===== src/rtl/mode_irq_gen.sv =====
module mode_irq_gen #(
  parameter int LINES_W = 12,
  parameter int FRAME_W = 24,
  parameter int HCLK_W  = 17,
  parameter int DELTA   = 4
) (
  input  logic               clk,
  input  logic               rst_n,
  input  logic               meas_upd,
  input  logic               meas_jitter,
  input  logic [LINES_W-1:0] meas_lines,
  input  logic [FRAME_W-1:0] meas_frame_clks,
  input  logic [HCLK_W-1:0]  meas_line_clks,
  input  logic               meas_no_vs,
  input  logic               meas_no_hs,
  input  logic               meas_vs_pol,
  input  logic               meas_hs_pol,
  input  logic [7:0]         int_en,
  input  logic [7:0]         clr_w1c,
  output logic [7:0]         status,
  output logic               irq
);

  logic               primed;
  logic [LINES_W-1:0] ref_lines;
  logic [FRAME_W-1:0] ref_frame;
  logic [HCLK_W-1:0]  ref_hclk;
  logic [4:0]         ref_flags;
  logic [4:0]         cur_flags;
  logic [LINES_W-1:0] d_lines;
  logic [FRAME_W-1:0] d_frame;
  logic [HCLK_W-1:0]  d_hclk;
  logic [2:0]         big;
  logic [4:0]         flip;
  logic [7:0]         hit;

  assign cur_flags = {meas_hs_pol, meas_vs_pol, meas_no_hs, meas_no_vs, meas_jitter};

  assign d_lines = (meas_lines >= ref_lines) ? meas_lines - ref_lines : ref_lines - meas_lines;
  assign d_frame = (meas_frame_clks >= ref_frame) ? meas_frame_clks - ref_frame
                                                  : ref_frame - meas_frame_clks;
  assign d_hclk  = (meas_line_clks >= ref_hclk) ? meas_line_clks - ref_hclk
                                                : ref_hclk - meas_line_clks;

  assign big[0] = int'(d_lines) > DELTA;
  assign big[1] = int'(d_frame) > DELTA;
  assign big[2] = int'(d_hclk)  > DELTA;
  assign flip   = cur_flags ^ ref_flags;

  assign hit = {flip[4:1], big[2:0], flip[0]} & {8{meas_upd & primed}};

  always_ff @(posedge clk) begin
    if (!rst_n) begin
      primed    <= 1'b0;
      status    <= '0;
      ref_lines <= '0;
      ref_frame <= '0;
      ref_hclk  <= '0;
      ref_flags <= '0;
    end else begin
      status <= (status & ~clr_w1c) | hit;
      if (meas_upd) begin
        primed    <= 1'b1;
        ref_flags <= cur_flags;
        if (!primed || big[0]) ref_lines <= meas_lines;
        if (!primed || big[1]) ref_frame <= meas_frame_clks;
        if (!primed || big[2]) ref_hclk  <= meas_line_clks;
      end
    end
  end

  assign irq = |(status & int_en);


  sticky_chk: assert property (@(posedge clk) disable iff (!rst_n)
    rst_n |=> ((status & $past(status & ~clr_w1c)) == $past(status & ~clr_w1c)));


  no_spurious_chk: assert property (@(posedge clk) disable iff (!rst_n)
    !meas_upd |=> (status == $past(status & ~clr_w1c)));


  ref_hold_chk: assert property (@(posedge clk) disable iff (!rst_n)
    !meas_upd |=> ($stable(ref_lines) && $stable(ref_frame) && $stable(ref_hclk) && $stable(ref_flags)));


  vspol_fire_chk: assert property (@(posedge clk) disable iff (!rst_n)
    (meas_upd && primed && (meas_vs_pol != ref_flags[3])) |=> status[6]);


  prime_quiet_chk: assert property (@(posedge clk) disable iff (!rst_n)
    (meas_upd && !primed) |=> ((status & ~$past(status)) == 8'd0));

endmodule


===== config.mk =====
export PLATFORM = sky130hd
export DESIGN_NAME = mode_irq_gen
export DESIGN_NICKNAME = d
export VERILOG_FILES = /design/src/rtl/mode_irq_gen.sv
export SDC_FILE = /design/constraint.sdc
export NUM_CORES = 1
export LEC_CHECK = 0
export BUFFER_PORTS_ARGS = -buffer_cell sky130_fd_sc_hd__buf_2
export CORE_MARGIN = 5
export CORE_UTILIZATION = 60
export DETAILED_ROUTE_END_ITERATION = 10
export PLACE_DENSITY = 0.84
export SYNTH_ARGS = -nofsm -noshare
export SYNTH_HDL_FRONTEND = slang
export SYNTH_SLANG_ARGS = --single-unit

===== constraint.sdc =====
create_clock -name clk -period 9 [get_ports clk]
set_clock_uncertainty 0.2 [all_clocks]
set_input_delay 0.45 -clock clk [delete_from_list [all_inputs] [get_ports clk]]
set_output_delay 0.45 -clock clk [all_outputs]
set_load 0.01 [all_outputs]

==> results of run 1 <==
metrics by stage:
step           instances  total power (W)  setup slack, ns  area (um2)  hold slack, ns
2_1_floorplan       1116        0.0007082            5.176        8250          0.2347
3_3_place_gp        1323        0.0008071            4.484        8647          0.2458
3_5_place_dp        1323        0.0008155            4.346        8647          0.2662
4_1_cts             1339         0.001220            4.617        8974          0.1556
5_1_grt             1339         0.001294            4.281        8974          0.1740
6_report            1339         0.001221            4.553        8974          0.1614
worst reg2reg max path, cell delays in order (launching register included):
cell and delay (ns):
sky130_fd_sc_hd__dfxtp_1 0.33, sky130_fd_sc_hd__ha_1 0.41, sky130_fd_sc_hd__a21oi_1 0.25, sky130_fd_sc_hd__o21ai_0 0.21, sky130_fd_sc_hd__a21oi_1 0.22, sky130_fd_sc_hd__a21boi_1 0.21, sky130_fd_sc_hd__and2_1 0.48, sky130_fd_sc_hd__mux2i_1 0.28
sky130_fd_sc_hd__xnor2_1 0.09, sky130_fd_sc_hd__or4b_4 0.55, sky130_fd_sc_hd__nor4_4 0.30, sky130_fd_sc_hd__a31oi_4 0.48, sky130_fd_sc_hd__mux2i_1 0.25
final cells by class:
type                            instances  area share [%]
Clock inverter                          6          0.9760
Inverter                              133           5.563
Sequential cell                        67           14.95
Timing Repair Buffer                   87           4.936
Tap cell                              176           2.454
Multi-Input combinational cell        860           68.46
Clock buffer                           10           2.663
cells in the mapped netlist, drive strengths merged (12+ instances only):
master  count  area (um2)
nor2b      20       125.1
o21a       17       127.6
a21oi      94       485.5
xor2       19       166.4
clkbuf     25       95.09
a21o       23       172.7
nor2       40       152.6
a211oi     12       95.09
nand2     165       621.9
xnor2      31       271.5
nand3      12       60.06
mux2i      81       810.8
nand4      15       93.84
o21ai      63       315.3
o21bai     13       97.59
ha        103        1289
nor3       14       70.07
a31oi      15       108.9
dfxtp      67        1341
inv       133       499.2
buf        31       186.4
kinds of logic (layout without fill, tap and decap cells):
family                   after synthesis  in the layout  synth area share (%)
AO/OA/AOI/OAI                        297            297                 23.07
XOR/XNOR                              50             50                 5.308
adder cells (fa/ha/maj)              109            109                 17.08
buffers and inverters                189            236                 9.463
flip-flops                            67             67                 16.26
multiplexers                          87             87                 10.65
AND/OR/NAND/NOR                      317            317                 18.18
registers in the layout, summed over array words and instances, names as in the netlist:
| signal | cells |
|---|---|
| ref_lines | 12 |
| ref_hclk | 17 |
| ref_frame | 24 |
| ref_flags | 5 |
| primed | 1 |
| status | 8 |
per-layer routing:
metal	GRT usage (%)	part of all wire (%)	vias to the layer above
met2	42.12	46	274
li1	-	-	3932
met3	4.549	6.3	61
met4	10.03	3.1	2
met5	0	0.048	-
met1	32.25	44	3547
where the power goes:
part	internal, W	total [W]	leakage [nW]	switching [W]
registers	0.000315	0.000329	0.553	0.0000146
clock network	0.000251	0.000400	0.163	0.000149
logic	0.000202	0.000492	3.49	0.000290
total	0.000768	0.00122	4.20	0.000453
final timing paths:
kind / startpoint / endpoint / slack, ns / cells after the start
worst max register to register: ref_frame[19] / ref_frame[0] / 4.55 / 12
worst min register to register: ref_lines[11] / ref_lines[11] / 0.27 / 2
worst max-delay path: ref_frame[19] / ref_frame[0] / 4.55 / 12
worst min-delay path: meas_frame_clks[14] / ref_frame[14] / 0.16 / 3
==> flow_summary.yaml, run 1 <==
yosys:
  synth_nets: 1302
  seq_area_frac_synth_pct: 16.26
  netlist_area_mm2: 0.008250
  async_reset_ff_share_pct: 0
  syn_inst: 1116
  post_synth.cell_area_avg_um2: 7.393
  ys_seq_elements: 67
  synth_cell_type_count: 71
  dominant_register_cell_in_the_synthesized_netlist: "sky130_fd_sc_hd__dfxtp_1"
  synth-warning-count: 0
  count_of_flip_flops_with_a_built_in_enable_after_synthesis: 0
die:
  core-area_mm2: 0.01335
  floorplan.die.width_um: 127.3
  start_util_pct: 61.81
  die_h_um: 127.3
  std_cell_rows: 42
  design.die.area_mm2: 0.01620
  ios: 86
timing:
  slew_headroom_pct: 21.99
  setup-violations-final: 0
  max_slew.worst_pin.slew_ns: 1.170
  finalSetupTns_ns: 0
  slew_viol_final: 0
  report.final.hold_viol_count: 0
  achievable-frequency_mhz: 224.9
  layout_min_cycle_time_ns: 4.447
  grt_setup_unrepaired: "false"
  fin_crit_sh_pct: 49.41
hold_path:
  hold_path_class: "in -> reg"
worst_setup_path:
  critical_path_s_largest_stage_delay_ns: 0.55
  cp_startpoint_kind: "register"
  crit_path_max_fanout: 24
  crit_slowest_cell: "sky130_fd_sc_hd__or4b_4"
  worst_path_dominant_cell_family: "compound AO/OA/AOI/OAI gates"
  setup.worst_path.class: "reg -> reg"
  critPathCaptureType: "register"
  worst_ep_required_time_ns: 8.98
  worstPathCellList: "ha_1, a21oi_1, o21ai_0, a21oi_1, a21boi_1, and2_1, mux2i_1, xnor2_1, or4b_4, nor4_4, a31oi_4, mux2i_1"
  critPathBufInv: 0
  crit_arrival_ns: 4.43
clock_network:
  ctsResizeCount: 0
  cts_htree_levels: 3
  numCtsBuffers: 9
  clk_latency_ns: 0.35
  post-cts-setup-buffer-count: 0
  clock_path_buffers: 2
  cts-root-buf: "sky130_fd_sc_hd__clkbuf_16"
  cts_tree: "yes"
  clk_transition_reported_paths_ns: 0.07
  cts.sink_count: 67
  hold_buffers: 0
layout:
  multi_input_area_mm2: 0.006143
  top_library_cells_by_usage_in_the_layout_fill_and_taps_aside: "sky130_fd_sc_hd__nand2_1 (164), sky130_fd_sc_hd__inv_1 (133), sky130_fd_sc_hd__ha_1 (103)"
  final-seq-area_mm2: 0.001341
  nNetsFinal: 1344
  fin_util_pct: 67.23
  fill_cells: 1143
  area_delta_synth_final_pct: 8.766
  final_common_cell: "sky130_fd_sc_hd__nand2_1"
  ant_diodes: 0
  layout-drive-gt1-share_pct: 11.09
pwr:
  leakage_nw: 4.202
  power_density_mw_per_mm2: 136.1
  vdd_ir_drop_max_mv: 0.1293
detailed_routing:
  viasPerCell: 5.837
  detail_route.wirelength_um: 20640
  route.antenna.remaining_nets: 0
  detailedRoute.firstPassIterationCount: 5
  detailedRoute.firstIterationViolations: 639
  wire_per_inst_um: 15.41
  dr_total_vias: 7816
  drc: 0
global_route:
  first_global_vias: 7321
  grt_pass1_wl_um: 34160
  grt_util_all_layers_pct: 25.24
  grt_max_degree: 121
  grt_remaining_overflow: 0
  number_of_antenna_violations_at_the_first_check_in_global_routing: 1
place:
  gpl.final_weighted_congestion: 0.9688
  portBuffers: 85
  hpwlAfterDp_um: 15990
status:
  run_status: "completed"
flow_run:
  max-cap-violations: 0
Note: power is estimated with default switching activity, not from simulation.
==> run 2, diff against run 1 <==
Clock period 9 ns to 4.2 ns, I/O delays scaled along.
==> run 2 against run 1 <==
  * First-iteration DRC count is 18% lower
  * Cell count is 6.3% higher
  * Die area stayed put
  * Critical path type is now in -> reg
  * Highest routed layer is now met4
  * Power is 130% higher
  * Clock-buffer cell count is 1 higher
==> flow_summary.yaml, run 2 (same netlist as run 1, synthesis figures left out) <==
status:
  run_status: "completed"
global_route:
  first_global_vias: 8039
  grt_util_all_layers_pct: 27.70
  grt_pass1_wl_um: 37580
  grt_max_degree: 74
  grt_remaining_overflow: 0
  number_of_antenna_violations_at_the_first_check_in_global_routing: 0
timing:
  grt_setup_unrepaired: "false"
  setup-violations-final: 0
  fin_worst_hold_slack_ns: 0.01157
  max_slew.worst_pin.slew_ns: 0.7447
  slew_headroom_pct: 50.05
  achievable-frequency_mhz: 248.8
  finalSetupTns_ns: 0
  layout_min_cycle_time_ns: 4.019
  report.final.hold_viol_count: 0
  fin_crit_sh_pct: 95.70
  slew_viol_final: 0
clock_network:
  cts_tree: "yes"
  numCtsBuffers: 9
  cts-root-buf: "sky130_fd_sc_hd__clkbuf_16"
  clk_latency_ns: 0.34
  clock_path_buffers: 2
  cts.sink_count: 67
  cts_htree_levels: 3
  clk_transition_reported_paths_ns: 0.06
die:
  start_util_pct: 61.81
  die_h_um: 127.3
  core-area_mm2: 0.01335
  ios: 86
  std_cell_rows: 42
  floorplan.die.width_um: 127.3
  design.die.area_mm2: 0.01620
pwr:
  vdd_ir_drop_max_mv: 0.2072
  leakage_nw: 4.588
  power_frac_comb_pct: 41.2
  seq_power_share_pct: 25.4
  internal_power_w: 0.001789
  power_density_mw_per_mm2: 282.4
  netSwitchingPower_w: 0.0009981
  sw_frac_of_total_pct: 35.81
  power.share.clock_pct: 33.4
worst_setup_path:
  crit_path_max_fanout: 14
  crit_arrival_ns: 4.05
  cp_startpoint_kind: "primary input"
  setup.worst_path.class: "in -> reg"
  worst_ep_required_time_ns: 4.23
  critPathCaptureType: "register"
layout:
  layout-drive-gt1-share_pct: 13.15
  final_common_cell: "sky130_fd_sc_hd__nand2_1"
  area_delta_synth_final_pct: 19.61
  top_library_cells_by_usage_in_the_layout_fill_and_taps_aside: "sky130_fd_sc_hd__nand2_1 (164), sky130_fd_sc_hd__inv_1 (133), sky130_fd_sc_hd__ha_1 (101)"
  max_reg_flops: 24
  fill_cells: 1002
  ant_diodes: 0
  largestRegisters: "ref_frame: 24 flops, ref_hclk: 17 flops, ref_lines: 12 flops"
  nNetsFinal: 1428
  largest-register: "ref_frame"
hold_path:
  hold_path_class: "in -> reg"
detailed_routing:
  dr_total_vias: 8253
  viasPerCell: 5.800
  detail_route.wirelength_um: 22490
  wire_per_inst_um: 15.81
  detailedRoute.firstPassIterationCount: 5
  route.antenna.remaining_nets: 0
  drc: 0
  detailedRoute.firstIterationViolations: 522
flow_run:
  max-cap-violations: 0
place:
  hpwlAfterDp_um: 16520
  gpl.final_weighted_congestion: 0.9735
  portBuffers: 85
==> run 2: changes by cell type in the layout (fill, tap and decap cells not counted), moves of 2 or more <==
cell	previous run	this run
sky130_fd_sc_hd__ha_1	103	101
sky130_fd_sc_hd__buf_6	0	3
sky130_fd_sc_hd__clkinv_2	2	0
sky130_fd_sc_hd__a21oi_1	90	86
sky130_fd_sc_hd__a21oi_2	4	8
sky130_fd_sc_hd__dlygate4sd3_1	0	63
sky130_fd_sc_hd__ha_2	0	2
sky130_fd_sc_hd__buf_4	3	21
==> run 2: final timing paths <==
path	start	endpoint	slack, ns	depth (start not counted)
worst max-delay path	meas_frame_clks[1]	ref_frame[10]	0.18	16
worst min-delay path	meas_vs_pol	ref_flags[3]	0.01	3
worst min register to register	ref_frame[23]	ref_frame[23]	0.26	2
worst max register to register	ref_frame[0]	ref_frame[10]	0.25	15
==> run 2: critical path, stage by stage <==
cell,delay [ns]
sky130_fd_sc_hd__dlygate4sd3_1,0.53
sky130_fd_sc_hd__buf_2,0.15
sky130_fd_sc_hd__inv_1,0.08
sky130_fd_sc_hd__ha_1,0.32
sky130_fd_sc_hd__and2b_1,0.16
sky130_fd_sc_hd__o211ai_1,0.11
sky130_fd_sc_hd__a21oi_2,0.27
sky130_fd_sc_hd__a21oi_2,0.13
sky130_fd_sc_hd__o311a_1,0.41
sky130_fd_sc_hd__a22o_1,0.18
sky130_fd_sc_hd__mux2_2,0.26
sky130_fd_sc_hd__or4b_4,0.53
sky130_fd_sc_hd__nor4_4,0.22
sky130_fd_sc_hd__a31oi_4,0.14
sky130_fd_sc_hd__buf_6,0.20
sky130_fd_sc_hd__mux2i_1,0.14
==> run 2: per-stage QoR <==
step           setup slack [ns]  area, um2  std cells  utilization, %  total power, W
3_3_place_gp             0.2836       8797       1343           65.91        0.001756
3_5_place_dp             0.1894       8797       1343           65.91        0.001775
4_1_cts                 0.06050       9788       1422           73.33        0.002761
2_1_floorplan            0.4716       8250       1116               -        0.001518
6_report                 0.1807       9868       1423           73.93        0.002787
5_1_grt                0.009874       9868       1423           73.93        0.002944
==> run 2: layer usage <==
| layer | GRT usage (%) | vias up | share of wire [%] |
|---|---|---|---|
| met2 | 49.06 | 299 | 49 |
| met4 | 8.707 | 0 | 2.5 |
| met3 | 4.549 | 55 | 5.8 |
| met5 | 0 | - | 0 |
| met1 | 34.26 | 3796 | 43 |
| li1 | - | 4103 | - |
==> run 2: power groups by stage <==
stage               registers (W)  logic (W)  clock network [W]
finish                   0.000707    0.00115           0.000931
CTS                      0.000706    0.00111           0.000944
detailed placement       0.000720    0.00106                  0
global route             0.000712    0.00126           0.000969
floorplan                0.000713   0.000805                  0
global placement         0.000717    0.00104                  0
==> run 2: final cells by class <==
class,count,area [um2],share of cell area [%]
well taps,176,220.2,2.232
repair buffers,171,1242,12.59
multi-input cells,860,6205,62.88
inverters,133,499.2,5.059
flip-flops and latches,67,1341,13.59
clock inverters,5,107.6,1.090
clock buffers,11,252.7,2.561
==> run 2: what timing repair did <==
action / CTS / global route
hold buffers: 63 / 0
buffers inserted: 0 / 1
setup endpoints to repair: 0 / 43
endpoints found under the hold margin: 63 / 0
gates resized for setup: 0 / 17
